==> src/rtl/bpc_pkg.sv <==
`timescale 1ns/1ps
package bpc_pkg;

  typedef enum logic [1:0] {
    M_CORE0 = 2'd0,
    M_CORE1 = 2'd1,
    M_DMA   = 2'd2,
    M_DEBUG = 2'd3
  } master_e;

  localparam int PERM_W   = 8;
  localparam int LOCK_W   = 4;
  localparam int CLASS_W  = 2;

  // permission word bit positions
  localparam int B_NSU = 0;
  localparam int B_NSP = 1;
  localparam int B_SU  = 2;
  localparam int B_SP  = 3;

  // register word addresses
  localparam int REG_LOCK        = 0;
  localparam int REG_FORCE       = 1;
  localparam int REG_CLEAR       = 2;
  localparam int REG_REGION_BASE = 4;

  localparam int FORCE_BIT = 1;
  localparam logic [LOCK_W-1:0] LOCK_RESET = 4'h4;

  function automatic logic [PERM_W-1:0] class_word(input logic [CLASS_W-1:0] cls);
    logic [PERM_W-1:0] w;
    case (cls)
      2'd0:    w = 8'hFF;
      2'd1:    w = 8'hFC;
      2'd2:    w = 8'hB8;
      default: w = 8'hF8;
    endcase
    return w;
  endfunction

endpackage

==> src/rtl/bpc_cfg_regs.sv <==
`timescale 1ns/1ps
module bpc_cfg_regs
  import bpc_pkg::*;
#(
  parameter int NUM_REGIONS = 6,
  parameter logic [CLASS_W*NUM_REGIONS-1:0] REGION_CLASS = '0,
  parameter int ADDR_W = 4,
  parameter int DATA_W = 32
) (
  input  logic                          clk,
  input  logic                          rst_n,
  input  logic                          cfg_wr,
  input  logic [1:0]                    cfg_master,
  input  logic [ADDR_W-1:0]             cfg_addr,
  input  logic [DATA_W-1:0]             cfg_wdata,
  output logic [DATA_W-1:0]             cfg_rdata,
  output logic [PERM_W*NUM_REGIONS-1:0] region_flat,
  output logic                          force_ns
);

  logic [LOCK_W-1:0] lock_q, lock_d;
  logic              lock_en;
  logic              force_q, force_d, force_en;
  logic              clr_pulse_q, clr_pulse_d;
  logic              wr_ok;
  logic              unused_wdata;

  assign unused_wdata = ^cfg_wdata[DATA_W-1:PERM_W];

  // next-state for control registers
  always_comb begin
    wr_ok       = cfg_wr && !lock_q[cfg_master] && !clr_pulse_q;
    lock_en     = wr_ok && (cfg_addr == ADDR_W'(REG_LOCK));
    lock_d      = lock_q | cfg_wdata[LOCK_W-1:0];
    force_en    = wr_ok && (cfg_addr == ADDR_W'(REG_FORCE));
    force_d     = cfg_wdata[FORCE_BIT];
    clr_pulse_d = wr_ok && (cfg_addr == ADDR_W'(REG_CLEAR)) && cfg_wdata[0];
  end

  always_ff @(posedge clk or negedge rst_n) begin
    if (!rst_n) begin
      lock_q      <= LOCK_RESET;
      force_q     <= 1'b0;
      clr_pulse_q <= 1'b0;
    end else begin
      if (lock_en)  lock_q  <= lock_d;
      if (force_en) force_q <= force_d;
      clr_pulse_q <= clr_pulse_d;
    end
  end

  // one permission word per region
  for (genvar g = 0; g < NUM_REGIONS; g++) begin : g_region
    localparam logic [PERM_W-1:0] DEF = class_word(REGION_CLASS[CLASS_W*g +: CLASS_W]);
    logic [PERM_W-1:0] word_q, word_d;
    logic              word_en;

    always_comb begin
      word_en = clr_pulse_q ||
                (wr_ok && (cfg_addr == ADDR_W'(REG_REGION_BASE + g)));
      word_d  = clr_pulse_q ? DEF : cfg_wdata[PERM_W-1:0];
    end

    always_ff @(posedge clk or negedge rst_n) begin
      if (!rst_n)       word_q <= DEF;
      else if (word_en) word_q <= word_d;
    end

    assign region_flat[PERM_W*g +: PERM_W] = word_q;
  end

  // combinational read-back
  always_comb begin
    cfg_rdata = '0;
    if (cfg_addr == ADDR_W'(REG_LOCK))  cfg_rdata[LOCK_W-1:0] = lock_q;
    if (cfg_addr == ADDR_W'(REG_FORCE)) cfg_rdata[FORCE_BIT]  = force_q;
    for (int i = 0; i < NUM_REGIONS; i++) begin
      if (cfg_addr == ADDR_W'(REG_REGION_BASE + i))
        cfg_rdata[PERM_W-1:0] = region_flat[PERM_W*i +: PERM_W];
    end
  end

  assign force_ns = force_q;

endmodule

==> src/rtl/bpc_perm_check.sv <==
`timescale 1ns/1ps
module bpc_perm_check
  import bpc_pkg::*;
#(
  parameter int NUM_REGIONS = 6,
  parameter int RIDX_W      = 3
) (
  input  logic [PERM_W*NUM_REGIONS-1:0] region_flat,
  input  logic                          force_ns,
  input  logic [RIDX_W-1:0]             req_region,
  input  logic [1:0]                    req_master,
  input  logic                          req_secure,
  input  logic                          req_priv,
  output logic                          req_allow
);

  logic [PERM_W-1:0] word;
  logic              hit;
  logic              eff_secure;
  logic              master_ok;
  logic              attr_ok;

  always_comb begin
    word = '0;
    hit  = 1'b0;
    for (int i = 0; i < NUM_REGIONS; i++) begin
      if (req_region == RIDX_W'(i)) begin
        word = region_flat[PERM_W*i +: PERM_W];
        hit  = 1'b1;
      end
    end

    eff_secure = req_secure && !(force_ns && (req_master == M_CORE1));
    // master grant bits sit at 4 + master code
    master_ok  = word[{1'b1, req_master}];

    case ({eff_secure, req_priv})
      2'b11:   attr_ok = word[B_SP];
      2'b10:   attr_ok = word[B_SU] && word[B_SP];
      2'b01:   attr_ok = word[B_NSP];
      default: attr_ok = word[B_NSU] && word[B_NSP];
    endcase

    req_allow = hit && master_ok && attr_ok;
  end

endmodule

==> src/rtl/bus_perm_ctrl.sv <==
`timescale 1ns/1ps
module bus_perm_ctrl
  import bpc_pkg::*;
#(
  parameter int NUM_REGIONS = 6,
  parameter logic [CLASS_W*NUM_REGIONS-1:0] REGION_CLASS = 12'h6E4,
  parameter int DATA_W = 32,
  localparam int ADDR_W = $clog2(REG_REGION_BASE + NUM_REGIONS),
  localparam int RIDX_W = (NUM_REGIONS > 1) ? $clog2(NUM_REGIONS) : 1
) (
  input  logic              clk,
  input  logic              rst_n,
  input  logic              cfg_wr,
  input  logic [1:0]        cfg_master,
  input  logic [ADDR_W-1:0] cfg_addr,
  input  logic [DATA_W-1:0] cfg_wdata,
  output logic [DATA_W-1:0] cfg_rdata,
  input  logic [RIDX_W-1:0] req_region,
  input  logic [1:0]        req_master,
  input  logic              req_secure,
  input  logic              req_priv,
  output logic              req_allow
);

  logic [PERM_W*NUM_REGIONS-1:0] region_flat_w;
  logic                          force_ns_w;

  bpc_cfg_regs #(
    .NUM_REGIONS (NUM_REGIONS),
    .REGION_CLASS(REGION_CLASS),
    .ADDR_W      (ADDR_W),
    .DATA_W      (DATA_W)
  ) u_regs (
    .clk        (clk),
    .rst_n      (rst_n),
    .cfg_wr     (cfg_wr),
    .cfg_master (cfg_master),
    .cfg_addr   (cfg_addr),
    .cfg_wdata  (cfg_wdata),
    .cfg_rdata  (cfg_rdata),
    .region_flat(region_flat_w),
    .force_ns   (force_ns_w)
  );

  bpc_perm_check #(
    .NUM_REGIONS(NUM_REGIONS),
    .RIDX_W     (RIDX_W)
  ) u_check (
    .region_flat(region_flat_w),
    .force_ns   (force_ns_w),
    .req_region (req_region),
    .req_master (req_master),
    .req_secure (req_secure),
    .req_priv   (req_priv),
    .req_allow  (req_allow)
  );

endmodule

==> config.mk <==
export PLATFORM = sky130hd
export DESIGN_NAME = bus_perm_ctrl
export DESIGN_NICKNAME = d
export VERILOG_FILES = /design/src/rtl/bpc_pkg.sv /design/src/rtl/bpc_cfg_regs.sv /design/src/rtl/bpc_perm_check.sv /design/src/rtl/bus_perm_ctrl.sv
export SDC_FILE = /design/constraint.sdc
export NUM_CORES = 1
export LEC_CHECK = 0
export BUFFER_PORTS_ARGS = -buffer_cell sky130_fd_sc_hd__buf_2
export CAP_MARGIN = 20
export CORE_MARGIN = 10
export CORE_UTILIZATION = 40
export CTS_BUF_LIST = sky130_fd_sc_hd__clkbuf_8
export DETAILED_ROUTE_END_ITERATION = 10
export GPL_TIMING_DRIVEN = 1
export PLACE_DENSITY_LB_ADDON = 0.12
export SETUP_SLACK_MARGIN = 0.02
export SLEW_MARGIN = 20
export SYNTH_ARGS = -nofsm -noshare
export SYNTH_HDL_FRONTEND = slang
export SYNTH_SLANG_ARGS = --single-unit
export TNS_END_PERCENT = 30
==> constraint.sdc <==
create_clock -name clk -period 2.1 [get_ports clk]
set_input_delay 0.105 -clock clk [delete_from_list [all_inputs] [get_ports clk]]
set_output_delay 0.105 -clock clk [all_outputs]
set_load 0.01 [all_outputs]
-- After elaboration in Yosys (flattened, before gate mapping)
Cells that the tools add are included.
- register bits after elaboration: 54
- output and inout bits: 33
- logic and storage cells: 87
- magnitude comparators: 2
- equality and inequality tests: 17
- mux-type cells: 29
- bitwise logic cells: 1
- reductions and logical operators: 29
- operator list (kind ; number):
    2-to-1 mux 8 bit ; 16
    logical AND 1 bit ; 18
    equality test 4 x 3 -> 1 bit, second input constant ; 4
    2-to-1 mux 1 bit ; 9
    equality test 4 bit, second input constant ; 2
    equality test 3 x 2 -> 1 bit, second input constant ; 2
    equality test 3 bit, second input constant ; 2
    logical OR 1 bit ; 6
    binary-select mux 1 bit (select 2 bit) ; 2
    equality test 2 x 1 -> 1 bit, second input constant ; 2
    equality test 2 bit, second input constant ; 2
    equality test 4 x 1 -> 1 bit, second input constant ; 1
    equality test 4 x 2 -> 1 bit, second input constant ; 1
    zero test 4 bit ; 1
    less-than comparator 3 x 4 -> 1 bit, second input constant ; 1
    2-to-1 mux 4 bit ; 1
    OR 4 bit ; 1
    equality test 3 x 1 -> 1 bit, second input constant ; 1
    zero test 1 bit ; 3
    zero test 3 bit ; 1
    less-than comparator 2 x 3 -> 1 bit, second input constant ; 1
    one-hot mux 1 bit (3 select lines) ; 1

-- Logic depth before layout (Yosys ltp)
Gate-level depths: netlist of run 1.
- depth in word-level cells: 11
- depth in mapped cells: 8

-- Hierarchy
From an unflattened synthesis of run 1, not the netlist that was laid out.
- cells, all modules: 365
- area total of the unflattened synthesis: 3648.5 µm²
- modules (own cells, without submodules) (module ; times used ; cells each ; area an instance (µm²)):
    bpc_cfg_regs ; 1 ; 299 ; 3121.7
    bpc_perm_check ; 1 ; 66 ; 526.8

-- Worst setup path before layout of run 1
OpenSTA, ideal clock, no wires.
- path kind: reg-to-reg
- from: reg u_regs.lock_q[3]
- to: reg u_regs.g_region[4].word_q[5]
- library setup time: 0.082 ns
- arrival: 1.924 ns
- required time: 2.018 ns
- path slack: 0.094 ns
- cell stages (with the launch flop): 7
- buffers on the path: 1
- cell sequence: dfrtp_1 > mux4_2 > or3b_4 > nor4_4 > buf_6 > nor2b_1 > a211o_1
- longest elaborated chain between the ends: 7
- ends and longest elaborated chain (element ; line ; text):
    start: declaration ; bpc_cfg_regs.sv:21 ; logic [LOCK_W-1:0] lock_q, lock_d;
    start signal: assignment ; bpc_cfg_regs.sv:46 ; if (lock_en) lock_q <= lock_d;
    binary-select mux 1 bit (select 2 bit) ; bpc_cfg_regs.sv:32 ; wr_ok = cfg_wr && !lock_q[cfg_master] && !clr_pulse_q;
    2-to-1 mux 1 bit (not written as such) ; bpc_cfg_regs.sv:32 ;
    zero test 1 bit ; bpc_cfg_regs.sv:32 ;
    logical AND 1 bit (2 in series) ; bpc_cfg_regs.sv:32 ;
    logical AND 1 bit ; bpc_cfg_regs.sv:60 ; (wr_ok && (cfg_addr == ADDR_W'(REG_REGION_BASE + g)));
    logical OR 1 bit ; bpc_cfg_regs.sv:59 ; word_en = clr_pulse_q ||
    end signal: assignment ; bpc_cfg_regs.sv:66 ; else if (word_en) word_q <= word_d;
    end: declaration ; bpc_cfg_regs.sv:55 ; logic [PERM_W-1:0] word_q, word_d;
Every way passes these cells. The select of a mux whose other input is x is not followed.
A chain may end at the register's enable or synchronous reset.

-- Final worst setup path of run 1
- from: reg u_regs.lock_q[3]
- to: reg u_regs.g_region[4].word_q[3]
Same word-level chain as after synthesis.

==> results of run 1 <==
-- power by group --
part | switching [uW] | internal [uW] | leakage, uW
registers | 297 | 1580 | 0.000610
logic | 494 | 680 | 0.00122
clock network | 354 | 228 | 0.0000467
-- how the worst max path moves through the flow --
stage / cells after the start / to / slack [ns] / from
2_1_floorplan: 6 / u_regs.g_region[4].word_q[5]$_DFFE_PN1P_ / 0.09 / u_regs.lock_q[3]$_DFFE_PN0P_
3_3_place_gp: 6 / u_regs.g_region[4].word_q[3]$_DFFE_PN1P_ / 0.02 / u_regs.lock_q[3]$_DFFE_PN0P_
3_5_place_dp: 6 / u_regs.g_region[4].word_q[3]$_DFFE_PN1P_ / -0.008 / u_regs.lock_q[3]$_DFFE_PN0P_
4_1_cts: 6 / u_regs.g_region[4].word_q[3]$_DFFE_PN1P_ / -0.03 / u_regs.lock_q[3]$_DFFE_PN0P_
5_1_grt: 6 / req_allow / -0.10 / u_regs.g_region[4].word_q[2]$_DFFE_PN0P_
6_report: 6 / u_regs.g_region[4].word_q[3]$_DFFE_PN1P_ / -0.03 / u_regs.lock_q[3]$_DFFE_PN0P_
-- layout make-up --
class                           count  area [um^2]  share of cell area, %
Sequential cell                    54         1390                   35.3
Tap cell                          105          131                   3.33
Multi-Input combinational cell    244         1850                   46.9
Clock buffer                        5         68.8                   1.74
Timing Repair Buffer               65          459                   11.6
Clock inverter                      3         15.0                  0.380
Inverter                            7         26.3                  0.666
-- sequential cells by signal, summed over array words and instances (netlist names) --
signal	count
u_regs.g_region.word_q	48
u_regs.lock_q	4
u_regs.force_ns	1
u_regs.clr_pulse_q	1
-- metal layers --
| metal | up-vias | GRT usage, % |
|---|---|---|
| met1 | 1327 | 20.4 |
| met5 | - | 0 |
| met2 | 77 | 22.8 |
| li1 | 1258 | - |
| met3 | 5 | 3.70 |
| met4 | 0 | 3.55 |
-- what timing repair did --
item | 4_1_cts | 5_1_grt
hold buffers | 1 | 0
endpoints found under the setup margin | 5 | 37
hold endpoints to repair | 20 | 0
pin swaps | 1 | 14
setup buffers | 1 | 0
gates resized for setup | 1 | 6
-- critical path: cells and delay by family, from the launching register on --
kind | cells | cell delay (ns)
buf+inv | 1 | 0.19
mux | 1 | 0.49
flops | 1 | 0.40
simple gates | 3 | 0.69
compound gates | 1 | 0.29
-- logic make-up (layout without fill, tap and decap cells) --
group / count (synthesis) / count (layout) / share of synthesized area, %
muxes: 40 / 40 / 14.5
AOI/OAI and AO/OA: 78 / 78 / 18.0
other: 1 / 24 / 0.108
and+or+nand+nor: 102 / 102 / 17.9
DFF: 54 / 54 / 40.2
buffers and inverters: 54 / 80 / 9.21
-- synthesized netlist by cell type, types with 3 or more instances --
library cell | number | area share [%]
mux4_2 | 7 | 4.6
nor3_1 | 3 | 0.43
dfstp_2 | 34 | 26
buf_2 | 6 | 0.87
nor2_1 | 24 | 2.6
a21o_1 | 5 | 1.1
a31oi_1 | 3 | 0.54
o21ai_0 | 7 | 1.0
a222oi_1 | 7 | 2.0
inv_1 | 7 | 0.76
nand4_1 | 4 | 0.72
a21oi_1 | 6 | 0.87
nor2b_1 | 37 | 6.7
a211o_1 | 31 | 7.8
mux2i_1 | 22 | 6.4
clkbuf_1 | 13 | 1.4
nand2_1 | 14 | 1.5
buf_4 | 25 | 5.4
dfrtp_1 | 20 | 14
mux2_2 | 11 | 3.6
-- through the flow --
stage | setup WS [ns] | hold slack, ns | util (%) | cell area [um^2] | setup TNS (ns)
floorplan | 0.0944 | -0.191 | - | 3550 | 0
detailed placement | -0.00794 | 0.182 | 45.8 | 3820 | -0.0154
global route | -0.104 | 0.0828 | 47.3 | 3950 | -1.00
global placement | 0.0174 | 0.178 | 45.8 | 3820 | 0
CTS | -0.0266 | 0.0870 | 47.1 | 3930 | -0.0471
finish | -0.0312 | 0.0886 | 47.3 | 3950 | -0.0589
==> results.md, run 1 <==
- Vias: 2,667
- TritonCTS clock tree: done
- I/O Pins: 81
- Status: finished, violations left
- Tightest Hold Check Type: in -> reg
- CP endpoint kind: register
- Max cap viols: 0
- Clk sinks: 54
- R2R depth: 6
- DRC Markers: 0
- Synth warn: 0
- Post-DP HPWL: 6920 um
- Worst path max stage delay: about 0.49 ns
- Slew at the pin closest to its max-slew limit: 0.663 ns
- Achievable Freq: roughly 470 MHz
- Placed Instances: 473
- Design Power: 3630 uW
- Hold EP: u_regs.g_region[3].word_q[6]$_DFFE_PN1P_
- Worst path cell trace: mux4_2 > or3b_4 > nor4_4 > buf_12 > nor2b_1 > a211o_2
- Register area share after synthesis: 40.2%
- Req. time, crit path: 2.34 ns
- Unrepaired setup endpoints after global routing: true
- Metal-1 WL: 4520 um
- Post-synth EDFFs: 0
- Slew Limit Headroom: 55.8%
- Drt total wl: 9450 um
- Synth cell types: 51
- Post-Syn Instances: 329
- Top FF cell, synth: dfstp_2
- Startpoint Class: register
- VDD IR max: 441 uV
- Antenna violations before repair: 0
- GRT Util Overall: approximately 15%
- Setup Crit Path Kind: reg -> reg
- Slowest CP cell: mux4_2
- Gpl congestion: 0.835
- Average size of a mapped cell: 10.5 um^2
- Clk_lat worst skew: slightly above 0.3 ns
- DR top layer: met4
- Hold Path Stages: 2
- Layout area overhead: 14.0%
- Fillcell total: approximately 800
- Global-route wire length before repair: 15,400 um
- Num rows: 33
- Commonest non-fill, non-tap cell in the layout: nor2b_1
- Die width: 113 um
- Layout Nets: 425
- Worst reg2reg path startpoint: u_regs.lock_q[3]$_DFFE_PN0P_
- Post-route ant nets: 0
- Wire per inst: 19.6 um
- Clock root buffer: clkbuf_8
- Worst-path clk slew: 0.10 ns
- DR WL met2: 4230 um
- Final WS setup: -0.0312 ns
- Pin count of the biggest net entering global routing: 32
- Synth Cell Area: 3460 um^2
- DRT Pass-1 Iters: 4
- Ys async rst share: 100%
- LEAKAGE: 0.00187 uW
- Fin cells: approximately 480
- Fin crit share: 101%
- Bufs on Longest Clock Path: 2
- Power per cell area: approximately 920 nW/um^2
- Vias in the first global route: 2,749
- Grt total ovfl: 0
- Tmin final: 2.13 ns
- Violated checks: setup timing
- Vias per cell: 5.52
- Worst Path Arrival: 2.37 ns
- Die area: 12,800 um^2
- Commonest cells after routing, fill and taps aside: nor2b_1, dfstp_2, buf_2
- Initial Util: 41.5%
- Crit path max fanout: 11
- Core Box Area: 8340 um^2
- Die H: 113 um
- Worst reg2reg path endpoint: u_regs.g_region[4].word_q[3]$_DFFE_PN1P_
- Hold Fails Final Rpt: 0
- Num CTS Buffers: 5
- # setup viols final: 2
- Initial drt markers: between 200 and 250
- Layout cells sized above 1: 36.0%
- Final setup skew: approximately 0.0098 ns
- Fin. max-slew vios: 0
- Reg-to-reg slack, setup: -0.03 ns
- Hold path start: cfg_wdata[6]
- H-tree level count: 2
- Port bufs: 32
- #FFs+latches synth: 54
- Antenna diodes: 0
- Metal3 WL: 632 um
Note: power is estimated with default switching activity, not from simulation.
==> run 2, diff against run 1 <==
--- a/config.mk
+++ b/config.mk
@@ -9,7 +9,7 @@
 export CAP_MARGIN = 20
 export CORE_MARGIN = 10
 export CORE_UTILIZATION = 40
-export CTS_BUF_LIST = sky130_fd_sc_hd__clkbuf_8
+export CTS_BUF_LIST = sky130_fd_sc_hd__clkbuf_16
 export DETAILED_ROUTE_END_ITERATION = 10
 export GPL_TIMING_DRIVEN = 1
 export PLACE_DENSITY_LB_ADDON = 0.12
==> results.md, run 2 (synthesis gave the netlist of run 1 again) <==
- Tightest Hold Check Type: in -> reg
- Pin count of the biggest net entering global routing: 32 (unchanged)
- Grt total ovfl: 0 (unchanged)
- Vias in the first global route: 2,752 (+0.11%)
- Startpoint Class: register
- Unrepaired setup endpoints after global routing: true
- Worst Path Arrival: 2.35 ns (-0.02 ns)
- Hold WS: 0.112 ns (+0.0232 ns)
- Bufs on Longest Clock Path: 2 (unchanged)
- Antenna diodes: 0 (unchanged)
- Max FFs per register: 48 (unchanged)
- I/O Pins: 81 (unchanged)
- R2R depth: 6 (unchanged)
- Slowest CP cell: mux4_2
- Clk_lat worst skew: 0.29 ns (-0.02 ns)
- Global-route wire length before repair: 15,400 um (-0.27%)
- Slew Limit Headroom: 55.5% (-0.29 points)
- Commonest non-fill, non-tap cell in the layout: nor2b_1
- CP endpoint kind: register
- Crit path max fanout: 12 (+1)
- Crit-path leading delay family: simple AND/OR/NAND/NOR gates
- Hold Path Stages: 2 (unchanged)
- DRT Pass-1 Iters: 5 (+1)
- Max cap viols: 0 (unchanged)
- Post-DP HPWL: 6920 um (unchanged)
- Final Instance Area: 4040 um^2 (+2.4%)
- Num rows: 33 (unchanged)
- Die H: 113 um (unchanged)
- LEAKAGE: 0.00191 uW (+2.2%)
- Die width: 113 um (unchanged)
- Initial drt markers: 190 (-18%)
- Pre-CTS setup slack: -0.00794 ns (unchanged)
- Initial Util: 41.5% (unchanged)
- Final setup skew: 0.00550 ns (-0.00430 ns)
- Hold Fails Final Rpt: 0 (unchanged)
- Worst path cell trace: mux4_2 > or3b_4 > nor4_4 > buf_12 > nor2b_1 > a211o_2
- Final WS setup: -0.0327 ns (-0.00147 ns)
- Clock root buffer: clkbuf_16
- Post-route ant nets: 0 (unchanged)
- Hold EP: u_regs.g_region[3].word_q[6]$_DFFE_PN1P_
- VDD IR max: 476 uV (+7.9%)
- TritonCTS clock tree: done
- Worst-path clk slew: 0.07 ns (-0.03 ns)
- Worst path depth: 6 (unchanged)
- Status: finished, violations left
- GRT Util Overall: 14.8% (-0.044 points)
- Power per cell area: 966 nW/um^2 (+5.0%)
- Hold path start: cfg_wdata[6]
- Vias: 2,740 (+2.7%)
- Worst reg2reg path endpoint: u_regs.g_region[4].word_q[3]$_DFFE_PN1P_
- H-tree level count: 2 (unchanged)
- Core Box Area: 8340 um^2 (unchanged)
- Gpl congestion: 0.835 (unchanged)
- Layout area overhead: 16.7%
- Biggest register: u_regs.g_region.word_q
- Num CTS Buffers: 5 (unchanged)
- Fillcell total: 812 (-1.2%)
- Worst path max stage delay: 0.50 ns (about the same)
- # setup viols final: 2 (unchanged)
- Vias per cell: 5.65 (+2.3%)
- Buf/Inv on CP: 1 (unchanged)
- Commonest cells after routing, fill and taps aside: nor2b_1, dfstp_2, buf_2
- Antenna violations before repair: 0 (unchanged)
- Wire per inst: 19.6 um (+0.38%)
- Placed cell areas: 3820 um^2 (unchanged)
- Layout cells sized above 1: 36.8% (+0.86 points)
- Top Registers: u_regs.g_region.word_q (48), u_regs.lock_q (4)
- Reg-to-reg slack, setup: -0.03 ns (about the same)
- Achievable Freq: 469 MHz (about the same)
- Drt total wl: 9530 um (+0.79%)
- Tmin final: 2.13 ns (+0.00147 ns)
- Worst reg2reg path startpoint: u_regs.lock_q[3]$_DFFE_PN0P_
- Fin. max-slew vios: 0 (unchanged)
- Fin crit share: 102% (about the same)
- Slew at the pin closest to its max-slew limit: 0.668 ns (+0.00432 ns)
- Layout Nets: 427 (+0.47%)
- Req. time, crit path: 2.32 ns (-0.02 ns)
- Setup Crit Path Kind: reg -> reg
- Die area: 12,800 um^2 (unchanged)
- Violated checks: setup timing
- DRC Markers: 0 (unchanged)
- Clk sinks: 54 (unchanged)
- Port bufs: 32 (unchanged)
-- run 2: changes by cell type in the layout (fill, tap and decap cells not counted), sizes merged --
| cell | before | now |
|---|---|---|
| buf | 64 | 66 |
-- run 2: how the worst max path moves through the flow --
stage                                       startpoint  slack, ns                                       end
after floorplan           u_regs.lock_q[3]$_DFFE_PN0P_       0.09  u_regs.g_region[4].word_q[5]$_DFFE_PN1P_
after global placement    u_regs.lock_q[3]$_DFFE_PN0P_       0.02  u_regs.g_region[4].word_q[3]$_DFFE_PN1P_
after detailed placement  u_regs.lock_q[3]$_DFFE_PN0P_     -0.008  u_regs.g_region[4].word_q[3]$_DFFE_PN1P_
after CTS                 u_regs.lock_q[3]$_DFFE_PN0P_      -0.03  u_regs.g_region[4].word_q[3]$_DFFE_PN1P_
after global routing      u_regs.lock_q[3]$_DFFE_PN0P_      -0.10  u_regs.g_region[4].word_q[3]$_DFFE_PN1P_
final                     u_regs.lock_q[3]$_DFFE_PN0P_      -0.03  u_regs.g_region[4].word_q[3]$_DFFE_PN1P_
-- run 2: repair_timing --
item / CTS / global route
resized for setup: 1 / 11
gates cloned: 0 / 0
hold buffers: 1 / 0
setup buffers: 0 / 3
hold endpoints to repair: 20 / 0
pin swaps: 2 / 17
endpoints found under the setup margin: 5 / 36
-- run 2: per-layer routing --
| metal | vias up | GRT usage, % | wire [um] |
|---|---|---|---|
| met5 | - | 0 | 0 |
| li1 | 1262 | - | - |
| met1 | 1373 | 20.2 | 4440 |
| met3 | 6 | 4.01 | 682 |
| met2 | 99 | 22.7 | 4320 |
| met4 | 0 | 3.64 | 79 |
-- run 2: final cells by class --
type	count	area, um^2	share of cell area [%]
Clock buffer	5	125	3.10
Clock inverter	3	15.0	0.371
Inverter	7	26.3	0.650
Multi-Input combinational cell	244	1870	46.3
Sequential cell	54	1390	34.5
Tap cell	105	131	3.25
Timing Repair Buffer	67	478	11.8
-- run 2: report_power, final --
| group | leakage [uW] | total, uW | switching [uW] | internal, uW |
|---|---|---|---|---|
| clock | 0.0000724 | 813 | 379 | 435 |
| combinational | 0.00123 | 1210 | 508 | 707 |
| sequential | 0.000610 | 1880 | 294 | 1580 |
-- run 2: worst register-to-register path, cell delays in order (launching register included) --
cell and delay, ns:
dfrtp_1 0.39, mux4_2 0.50, or3b_4 0.44, nor4_4 0.20
buf_12 0.19, nor2b_1 0.05, a211o_2 0.29
-- run 2: metrics by stage --
stage / setup TNS (ns) / cells / total power (uW) / utilization (%)
2_1_floorplan: 0 / 352 / 2690 / -
3_3_place_gp: 0 / 473 / 3020 / 45.8
3_5_place_dp: -0.0154 / 473 / 3050 / 45.8
4_1_cts: -0.0503 / 482 / 3880 / 47.7
5_1_grt: -0.749 / 485 / 4150 / 48.5
6_report: -0.0642 / 485 / 3900 / 48.5
==> run 3, diff against run 2 <==
--- a/config.mk
+++ b/config.mk
@@ -12,7 +12,7 @@
 export CTS_BUF_LIST = sky130_fd_sc_hd__clkbuf_16
 export DETAILED_ROUTE_END_ITERATION = 10
 export GPL_TIMING_DRIVEN = 1
-export PLACE_DENSITY_LB_ADDON = 0.12
+export PLACE_DENSITY = 0.77
 export SETUP_SLACK_MARGIN = 0.02
 export SLEW_MARGIN = 20
 export SYNTH_ARGS = -nofsm -noshare
==> results.md, run 3 (synthesis gave the netlist of run 1 again) <==
- Post-DP HPWL: 6690 um (-3.2%)
- Initial Util: 41.5% (unchanged)
- Post-route ant nets: 0 (unchanged)
- Initial drt markers: 269 (+42%)
- Layout cells sized above 1: 35.6% (-1.3 points)
- Final WS setup: -0.0196 ns (+0.0131 ns)
- Unrepaired setup endpoints after global routing: true
- Vias in the first global route: 2,809 (+2.1%)
- Commonest non-fill, non-tap cell in the layout: nor2b_1
- Crit path max fanout: 6 (-6)
- Final setup skew: 0.00709 ns (+0.00159 ns)
- Vias per cell: 5.78 (+2.3%)
- Achievable Freq: 472 MHz (+0.62%)
- Fillcell total: 763 (-6.0%)
- Gpl congestion: 0.893 (+7.0%)
- LEAKAGE: 0.00186 uW (-2.6%)
- Top Registers: u_regs.g_region.word_q (48), u_regs.lock_q (4)
- Setup Crit Path Kind: reg -> reg
- Design Power: 3900 uW (about the same)
- Tightest Hold Check Type: in -> reg
- H-tree level count: 2 (unchanged)
- Tmin final: 2.12 ns (-0.0131 ns)
- Commonest cells after routing, fill and taps aside: nor2b_1, dfstp_2, buf_2
- Vias: 2,750 (+0.36%)
- DRT Pass-1 Iters: 5 (unchanged)
- I/O Pins: 81 (unchanged)
- Startpoint Class: register
- CP endpoint kind: register
- Clock root buffer: clkbuf_16
- GRT Util Overall: 14.3% (-0.45 points)
- Placed Instances: 465 (-1.7%)
- Clk_lat worst skew: 0.29 ns (about the same)
- Port bufs: 32 (unchanged)
- Die width: 113 um (unchanged)
- Slew at the pin closest to its max-slew limit: 0.660 ns (-0.00799 ns)
- Clk sinks: 54 (unchanged)
- Die H: 113 um (unchanged)
- Num CTS Buffers: 5 (unchanged)
- Antenna diodes: 0 (unchanged)
- Drt total wl: 9440 um (-0.94%)
- Worst-path clk slew: 0.07 ns (about the same)
- # setup viols final: 3 (+1)
- Layout Nets: 418 (-2.1%)
- Fin cells: 476 (-1.9%)
- Fin crit share: 101% (-0.62 points)
- Power per cell area: 983 nW/um^2 (+1.8%)
- Max FFs per register: 48 (unchanged)
- VDD IR max: 408 uV (-14%)
- Pin count of the biggest net entering global routing: 49 (+53%)
- Worst Path Arrival: 2.34 ns (about the same)
- Global-route wire length before repair: 15,100 um (-1.6%)
- Grt total ovfl: 0 (unchanged)
- Core Box Area: 8340 um^2 (unchanged)
- Violated checks: setup timing
- Num rows: 33 (unchanged)
- Hold Fails Final Rpt: 0 (unchanged)
- Req. time, crit path: 2.32 ns (about the same)
- Pre-CTS setup slack: -0.0121 ns (-0.00411 ns)
- Die area: 12,800 um^2 (unchanged)
- Slew Limit Headroom: 56.0% (+0.53 points)
- Bufs on Longest Clock Path: 2 (unchanged)
- Status: finished, violations left
- TritonCTS clock tree: done
- Wire per inst: 19.8 um (+0.93%)
- DRC Markers: 0 (unchanged)
- Antenna violations before repair: 0 (unchanged)
- Max cap viols: 0 (unchanged)
- Layout area overhead: 14.6%
- Biggest register: u_regs.g_region.word_q
- Fin. max-slew vios: 0 (unchanged)
==> run 3: cell types whose count changed in the layout (fill, tap and decap cells not counted), sizes merged <==
cell	delta
inv	-1
clkinvlp	-1
clkinv	+2
buf	-9
==> run 3: worst max-delay path: stages (launching register included) <==
cell and delay [ns]:
dfrtp_1 0.38, mux4_2 0.50, or3b_4 0.44, nor4_4 0.17, buf_4 0.20, nor2b_1 0.05, a211o_2 0.29
==> run 3: layout make-up <==
| type | count | area (um^2) | share of cell area, % |
|---|---|---|---|
| multi-input cells | 244 | 1880 | 47.4 |
| flip-flops and latches | 54 | 1390 | 35.1 |
| repair buffers | 58 | 395 | 9.96 |
| well taps | 105 | 131 | 3.31 |
| clock buffers | 5 | 125 | 3.15 |
| inverters | 7 | 26.3 | 0.662 |
| clock inverters | 3 | 17.5 | 0.441 |
==> run 3: path summary, 6_finish.rpt <==
| check | start | to | slack (ns) | depth (start not counted) |
|---|---|---|---|---|
| worst max-delay path | u_regs.lock_q[3]$_DFFE_PN0P_ | u_regs.g_region[4].word_q[3]$_DFFE_PN1P_ | -0.02 | 6 |
| worst min-delay path | cfg_wdata[6] | u_regs.g_region[5].word_q[6]$_DFFE_PN1P_ | 0.11 | 2 |
| worst min register to register | u_regs.lock_q[2]$_DFFE_PN1P_ | u_regs.lock_q[2]$_DFFE_PN1P_ | 0.53 | 1 |
| max in group asynchronous | rst_n | u_regs.g_region[0].word_q[2]$_DFFE_PN1P_ | 1.06 | 3 |
| min in group asynchronous | rst_n | u_regs.g_region[4].word_q[6]$_DFFE_PN0P_ | 0.39 | 2 |
| worst max register to register | u_regs.lock_q[3]$_DFFE_PN0P_ | u_regs.g_region[4].word_q[3]$_DFFE_PN1P_ | -0.02 | 6 |
==> run 3: power breakdown <==
| part | switching [uW] | internal (uW) | total (uW) |
|---|---|---|---|
| combinational | 532 | 688 | 1220 |
| clock | 374 | 438 | 813 |
| sequential | 289 | 1580 | 1870 |
==> run 3: repair_timing <==
| action | 4_1_cts | 5_1_grt |
|---|---|---|
| pin swaps | 1 | 1 |
| setup endpoints to repair | 10 | 27 |
| hold buffers | 1 | 0 |
| gates cloned | 0 | 0 |
| buffers inserted | 1 | 1 |
| gates resized for setup | 2 | 8 |
| hold endpoints to repair | 9 | 0 |
==> run 3: layer usage <==
| metal | global-route usage [%] | wire length (um) | up-vias |
|---|---|---|---|
| met5 | 0 | 0 | - |
| met4 | 3.89 | 142 | 0 |
| met3 | 3.65 | 667 | 18 |
| met2 | 24.2 | 4770 | 125 |
| met1 | 17.7 | 3860 | 1365 |
| li1 | - | - | 1242 |
==> run 3: per-stage QoR <==
| stage | hold slack [ns] | TNS (ns) | cell area, um^2 | utilization, % |
|---|---|---|---|---|
| 3_3_place_gp | 0.148 | 0 | 3760 | 45.1 |
| 3_5_place_dp | 0.180 | -0.0222 | 3760 | 45.1 |
| 2_1_floorplan | -0.191 | 0 | 3550 | - |
| 5_1_grt | 0.124 | -0.528 | 3970 | 47.6 |
| 6_report | 0.109 | -0.0432 | 3970 | 47.6 |
| 4_1_cts | 0.116 | -0.0437 | 3930 | 47.1 |
